File: src/rtl/sym_slicer_pkg.sv
package sym_slicer_pkg;

  typedef struct packed {
    logic sgn;
    logic mag;
  } sym_t;

  typedef enum logic [1:0] {
    RX_FOLLOW_DFE = 2'b00,
    RX_TX_LOOP    = 2'b01,
    RX_SCRAMBLER  = 2'b10,
    RX_RESERVED   = 2'b11
  } rx_sel_e;

  localparam sym_t SYM_ZERO = '{sgn: 1'b0, mag: 1'b0};

endpackage

File: src/rtl/sym_threshold.sv
module sym_threshold
  import sym_slicer_pkg::*;
#(
  parameter int SMP_W = 12
) (
  input  logic signed [SMP_W-1:0] smp,
  input  logic signed [SMP_W-1:0] thr_low,
  input  logic signed [SMP_W-1:0] thr_high,
  input  logic                    four_level,
  output sym_t                    slice
);

  localparam logic signed [SMP_W-1:0] ZERO_THR = '0;

  logic at_or_above_zero;
  logic at_or_above_high;
  logic at_or_above_low;

  always_comb begin
    at_or_above_zero = (smp >= ZERO_THR);
    at_or_above_high = (smp >= thr_high);
    at_or_above_low  = (smp >= thr_low);
  end

  always_comb begin
    slice.sgn = at_or_above_zero;
    if (!four_level) begin
      slice.mag = 1'b0;
    end else if (at_or_above_zero) begin
      slice.mag = !at_or_above_high;
    end else begin
      slice.mag = at_or_above_low;
    end
  end

endmodule

File: src/rtl/sym_pick.sv
module sym_pick
  import sym_slicer_pkg::*;
(
  input  sym_t slice,
  input  sym_t pk_dec,
  input  logic peak_en,
  input  logic pk_valid,
  output sym_t decision
);

  always_comb begin
    if (peak_en && pk_valid) begin
      decision = pk_dec;
    end else begin
      decision = slice;
    end
  end

endmodule

File: src/rtl/sym_steer.sv
module sym_steer
  import sym_slicer_pkg::*;
#(
  parameter int N_LB_COPIES = 1
) (
  input  logic    clk,
  input  logic    rst,
  input  logic    load,
  input  sym_t    decision,
  input  sym_t    scr,
  input  sym_t    tx_lb,
  input  logic    scr_to_dfe,
  input  rx_sel_e rx_sel,
  output sym_t    rx_q,
  output sym_t    dfe_q,
  output sym_t    lb_q
);

  sym_t dfe_src;
  sym_t rx_src;
  sym_t lb_stage [N_LB_COPIES];

  always_comb begin
    dfe_src = scr_to_dfe ? scr : decision;
    unique case (rx_sel)
      RX_FOLLOW_DFE: rx_src = dfe_src;
      RX_TX_LOOP:    rx_src = tx_lb;
      RX_SCRAMBLER:  rx_src = scr;
      default:       rx_src = SYM_ZERO;
    endcase
  end

  always_ff @(posedge clk) begin
    if (rst) begin
      rx_q  <= SYM_ZERO;
      dfe_q <= SYM_ZERO;
    end else if (load) begin
      rx_q  <= rx_src;
      dfe_q <= dfe_src;
    end
  end

  genvar gi;
  generate
    for (gi = 0; gi < N_LB_COPIES; gi++) begin : g_lb
      always_ff @(posedge clk) begin
        if (rst) begin
          lb_stage[gi] <= SYM_ZERO;
        end else if (load) begin
          lb_stage[gi] <= dfe_src;
        end
      end
    end
  endgenerate

  assign lb_q = lb_stage[0];

  a_r11_hold: assert property (@(posedge clk) disable iff (rst)
    !load |=> ($stable(rx_q) && $stable(dfe_q) && $stable(lb_q)));

  a_r10_reserved_zero: assert property (@(posedge clk) disable iff (rst)
    (load && rx_sel == RX_RESERVED) |=> (rx_q == SYM_ZERO));

  a_r6_lb_matches_dfe: assert property (@(posedge clk) disable iff (rst)
    load |=> (lb_q == dfe_q));

  a_r8_tx_loop: assert property (@(posedge clk) disable iff (rst)
    (load && rx_sel == RX_TX_LOOP) |=> (rx_q == $past(tx_lb)));

endmodule

File: src/rtl/sym_slicer_top.sv
module sym_slicer_top
  import sym_slicer_pkg::*;
#(
  parameter int SMP_W = 12
) (
  input  logic                    clk,
  input  logic                    rst,
  input  logic                    smp_valid,
  input  logic signed [SMP_W-1:0] smp_data,
  input  logic                    four_level,
  input  logic signed [SMP_W-1:0] lvl_low,
  input  logic signed [SMP_W-1:0] lvl_high,
  input  logic                    peak_en,
  input  logic                    pk_valid,
  input  logic [1:0]              pk_sym,
  input  logic                    scr_to_dfe,
  input  logic [1:0]              rx_sel,
  input  logic [1:0]              scr_sym,
  input  logic [1:0]              tx_lb_sym,
  output logic [1:0]              rx_sym,
  output logic [1:0]              dfe_sym,
  output logic [1:0]              lb_sym
);

  sym_t slice;
  sym_t decision;
  sym_t rx_q;
  sym_t dfe_q;
  sym_t lb_q;

  sym_threshold #(.SMP_W(SMP_W)) u_thr (
    .smp        (smp_data),
    .thr_low    (lvl_low),
    .thr_high   (lvl_high),
    .four_level (four_level),
    .slice      (slice)
  );

  sym_pick u_pick (
    .slice    (slice),
    .pk_dec   (sym_t'(pk_sym)),
    .peak_en  (peak_en),
    .pk_valid (pk_valid),
    .decision (decision)
  );

  sym_steer #(.N_LB_COPIES(1)) u_steer (
    .clk        (clk),
    .rst        (rst),
    .load       (smp_valid),
    .decision   (decision),
    .scr        (sym_t'(scr_sym)),
    .tx_lb      (sym_t'(tx_lb_sym)),
    .scr_to_dfe (scr_to_dfe),
    .rx_sel     (rx_sel_e'(rx_sel)),
    .rx_q       (rx_q),
    .dfe_q      (dfe_q),
    .lb_q       (lb_q)
  );

  assign rx_sym  = rx_q;
  assign dfe_sym = dfe_q;
  assign lb_sym  = lb_q;

  a_r1_reset_zero: assert property (@(posedge clk)
    rst |=> (rx_sym == 2'b00 && dfe_sym == 2'b00 && lb_sym == 2'b00));

  a_r3_two_level_outer: assert property (@(posedge clk) disable iff (rst)
    (smp_valid && !four_level && !scr_to_dfe && !(peak_en && pk_valid))
      |=> (dfe_sym[0] == 1'b0));

  a_r4_peak_override: assert property (@(posedge clk) disable iff (rst)
    (smp_valid && peak_en && pk_valid && !scr_to_dfe)
      |=> (dfe_sym == $past(pk_sym)));

  a_r7_follow_dfe: assert property (@(posedge clk) disable iff (rst)
    (smp_valid && rx_sel == 2'b00) |=> (rx_sym == dfe_sym));

  a_r9_scrambler: assert property (@(posedge clk) disable iff (rst)
    (smp_valid && rx_sel == 2'b10) |=> (rx_sym == $past(scr_sym)));

endmodule

File: config.mk
export PLATFORM = sky130hd
export DESIGN_NAME = sym_slicer_top
export DESIGN_NICKNAME = d
export VERILOG_FILES = /design/src/rtl/sym_slicer_pkg.sv /design/src/rtl/sym_threshold.sv /design/src/rtl/sym_pick.sv /design/src/rtl/sym_steer.sv /design/src/rtl/sym_slicer_top.sv
export SDC_FILE = /design/constraint.sdc
export NUM_CORES = 1
export LEC_CHECK = 0
export ABC_CLOCK_PERIOD_IN_PS = 4600
export BUFFER_PORTS_ARGS = -buffer_cell sky130_fd_sc_hd__buf_4
export CAP_MARGIN = 20
export CORE_MARGIN = 4
export CORE_UTILIZATION = 45
export DETAILED_ROUTE_END_ITERATION = 7
export PLACE_DENSITY = 0.82
export SLEW_MARGIN = 20
export SYNTH_ARGS = -nofsm -noshare
export SYNTH_HDL_FRONTEND = slang
export SYNTH_SLANG_ARGS = --single-unit
File: constraint.sdc
create_clock -name clk -period 4.6 [get_ports clk]
set_clock_uncertainty 0.1 [all_clocks]
set_input_delay 0.92 -clock clk [delete_from_list [all_inputs] [get_ports clk]]
set_output_delay 0.92 -clock clk [all_outputs]
set_load 0.02 [all_outputs]
==> flow_summary.yaml <==
worst_setup_path:
  cp-start-kind: "input port"
  critPathRequiredTime_ns: 4.47
  rr_endpoint: "u_steer.rx_q[0]$_SDFFE_PP0P_"
  crit_slowest_cell: "ha_1"
  crit_fanout: 5
  reg2regPathDepth: 2
  r2r_start: "u_steer.rx_q[0]$_SDFFE_PP0P_"
  arrival_ns: 2.56
  r2r_setup_slack_ns: 3.86
  path_class: "input port to flip-flop"
  crit_chain: "buf_4 -> ha_1 -> nand4_1 -> or2_1 -> o221a_1 -> o41ai_1 -> nor3_2"
  crit_path_end_kind: "flip-flop"
  slowest_delay_ns: 0.36
place:
  place_hpwl_um: 2250
  dp_cells: 203
  io_buffers: 56
  pre_cts_slack_ns: 1.67
  gp_congestion: 0.920
  placed_cell_area_mm2: 0.00139
routing:
  num_vias: 1020
  remaining_drc_errors: 0
  routedWlPerCell_um: 12.1
  first_pass_iters: 4
  ant_nets: 0
  via_per_inst: 4.95
  finalWirelength_um: 2490
  initialDrtViolationCount: 18
logic_synthesis:
  syn_nets: 195
  synthTopCellsByArea: "ha_1 (32%), inv_1 (12%), dfxtp_1 (8.6%), edfxtp_1 (6.4%), a21oi_1 (4.8%)"
  yosysTopAreaCellShare_pct: 32.1
  yosysSeqAreaShare_pct: 15.0
  synth_cell_type_count: 28
  synth_area_um2: 935
  ys.flop_type: "dfxtp_1"
  avgSynthCellArea_um2: 7.79
  synth_area_leader_cell: "ha_1"
  synth-seq-cells: 6
  async_flop_share_pct: 0
  synth_edf_count: 2
  ys_warn_count: 0
  synth_cells: 120
clocking:
  post_cts_buffers: 0
  ctsRootBufferMaster: "clkbuf_4"
  clockBufferDepth: 2
  hold_buffers: 0
  cts_resized: 0
  h-tree-depth: 1
  cts_tree: "built"
  cts_buffers: 3
  cts.sinks: 6
  worst_skew_pair.late_latency_ns: 0.24
  cts.clk_slew.worst_paths_ns: 0.05
floorplanning:
  pin_count: 57
  rows: 16
  coreArea_mm2: 0.00196
  dieArea_mm2: 0.00287
  die_y_um: 53.6
  chipWidth_um: 53.6
  start_util_pct: 47.6
global_routing:
  first_global_vias: 1035
  overflow: 0
  grt_max_degree: 7
  antenna_found_initial: 0
  grt_pass1_wl_um: 4080
  grt_usage_pct: 18.6
cells_and_area:
  areaGrowthSynthToFinish_pct: 51.0
  drive_above_1_share_pct: 33.5
  finalNonFillerCells: 206
  fin_area_mm2: 0.00141
  diodes: 0
  final_nets: 256
sta:
  rsz0062_at_grt: "no"
  setup_viol: 0
  hold_viol_final: 0
  fmax_mhz: 371
  final.period_utilization_pct: 58.5
  fin_crit_ns: 2.69
  final.setup.tns_ns: 0
  slew_violations: 0
  worst_pin_slew_ns: 0.370
  slew_headroom_pct: 75.0
  worst_slack_ns: 1.91
pwr:
  ir_drop_v: 0.000110
  leakagePower_nw: 0.839
  power_density_mw_per_mm2: 154
  total_power_w: 0.000217
hold_path:
  worst_hold_path_type: "flip-flop to flip-flop"
  hold_depth: 1
  whs_endpoint: "u_steer.dfe_q[0]$_SDFFE_PP0P_"
  hp-start: "u_steer.dfe_q[0]$_SDFFE_PP0P_"
run_status:
  status: "complete, no violations"
flow_run:
  drv_cap: 0
critical path: cells and delay by family:
| kind | cells | cell delay, ns |
|---|---|---|
| AO/OA/AOI/OAI | 2 | 0.61 |
| adder cells (fa/ha/maj) | 1 | 0.36 |
| buffers and inverters | 1 | 0.13 |
| AND/OR/NAND/NOR | 3 | 0.53 |
through the flow:
step	util, %	hold slack [ns]
after floorplan	-	0.451
after global placement	70.8	0.340
after detailed placement	70.8	0.349
after CTS	71.9	0.369
after global routing	71.9	0.385
final	71.9	0.370
sequential cells by signal, summed over array words and instances (netlist names):
register	cells
u_steer.rx_q	2
u_steer.lb_stage	2
u_steer.dfe_q	2
worst max-delay path by stage:
stage / slack, ns / start / to / depth (start not counted)
final: 1.91 / smp_data[11] / u_steer.lb_stage[0][0]$_SDFFCE_PN0P_ / 7
after global routing: 1.79 / smp_data[11] / u_steer.dfe_q[0]$_SDFFE_PP0P_ / 8
after CTS: 1.91 / smp_data[11] / u_steer.dfe_q[0]$_SDFFE_PP0P_ / 8
after detailed placement: 1.67 / smp_data[11] / u_steer.lb_stage[0][0]$_SDFFCE_PN0P_ / 7
after global placement: 1.81 / smp_data[11] / u_steer.lb_stage[0][0]$_SDFFCE_PN0P_ / 7
after floorplan: 1.98 / lvl_low[11] / u_steer.lb_stage[0][0]$_SDFFCE_PN0P_ / 7
cell usage in the layout (no fill, tap or decap), types with 2 or more instances in the layout:
cell type  Yosys  final
a211oi_1       2      2
a2111o_1       2      2
a21oi_1        9      9
nand3_1        2      2
ha_1          24     24
nand4_1        3      3
nand2_1        8      8
nand2b_1       2      2
and4_1         2      2
a21o_1         5      5
o21ai_0        8      8
clkbuf_4       0      3
buf_4          0     56
nor2_1         4      4
dfxtp_1        4      4
inv_1         29     29
nand3b_1       2      2
edfxtp_1       2      2
layout make-up:
type	instances	area, um2
fillers	173	551
well taps	27	33.8
flip-flops and latches	6	140
repair buffers	56	420
multi-input cells	85	686
clock buffers	3	22.5
inverters	29	109
power breakdown:
group | switching (W) | internal, W
Sequential | 0.00000193 | 0.0000595
Combinational | 0.0000486 | 0.0000600
Clock | 0.0000176 | 0.0000294
Total | 0.0000681 | 0.000149
logic make-up after synthesis:
family / after synthesis / share of synthesized area [%]
AOI/OAI and AO/OA: 34 / 24.8
buffers and inverters: 29 / 11.6
and+or+nand+nor: 27 / 16.5
adders and majority gates: 24 / 32.1
DFF: 6 / 15.0
Yosys cell counts, drive strengths merged (2+ instances only):
cell type   n
edfxtp      2
nand3b      2
a2111o      2
nor2        4
ha         24
nand3       2
nand2       8
nand4       3
a21o        5
dfxtp       4
nand2b      2
a21oi       9
a211oi      2
o21ai       8
inv        29
and4        2
layer usage:
| metal | global-route usage, % | part of all wire (%) |
|---|---|---|
| met3 | 1.66 | 6.5 |
| met5 | 0 | 0 |
| met1 | 24.8 | 45 |
| met2 | 32.9 | 48 |
| met4 | 2.98 | 0 |
Power figures use the tool's default switching activity.
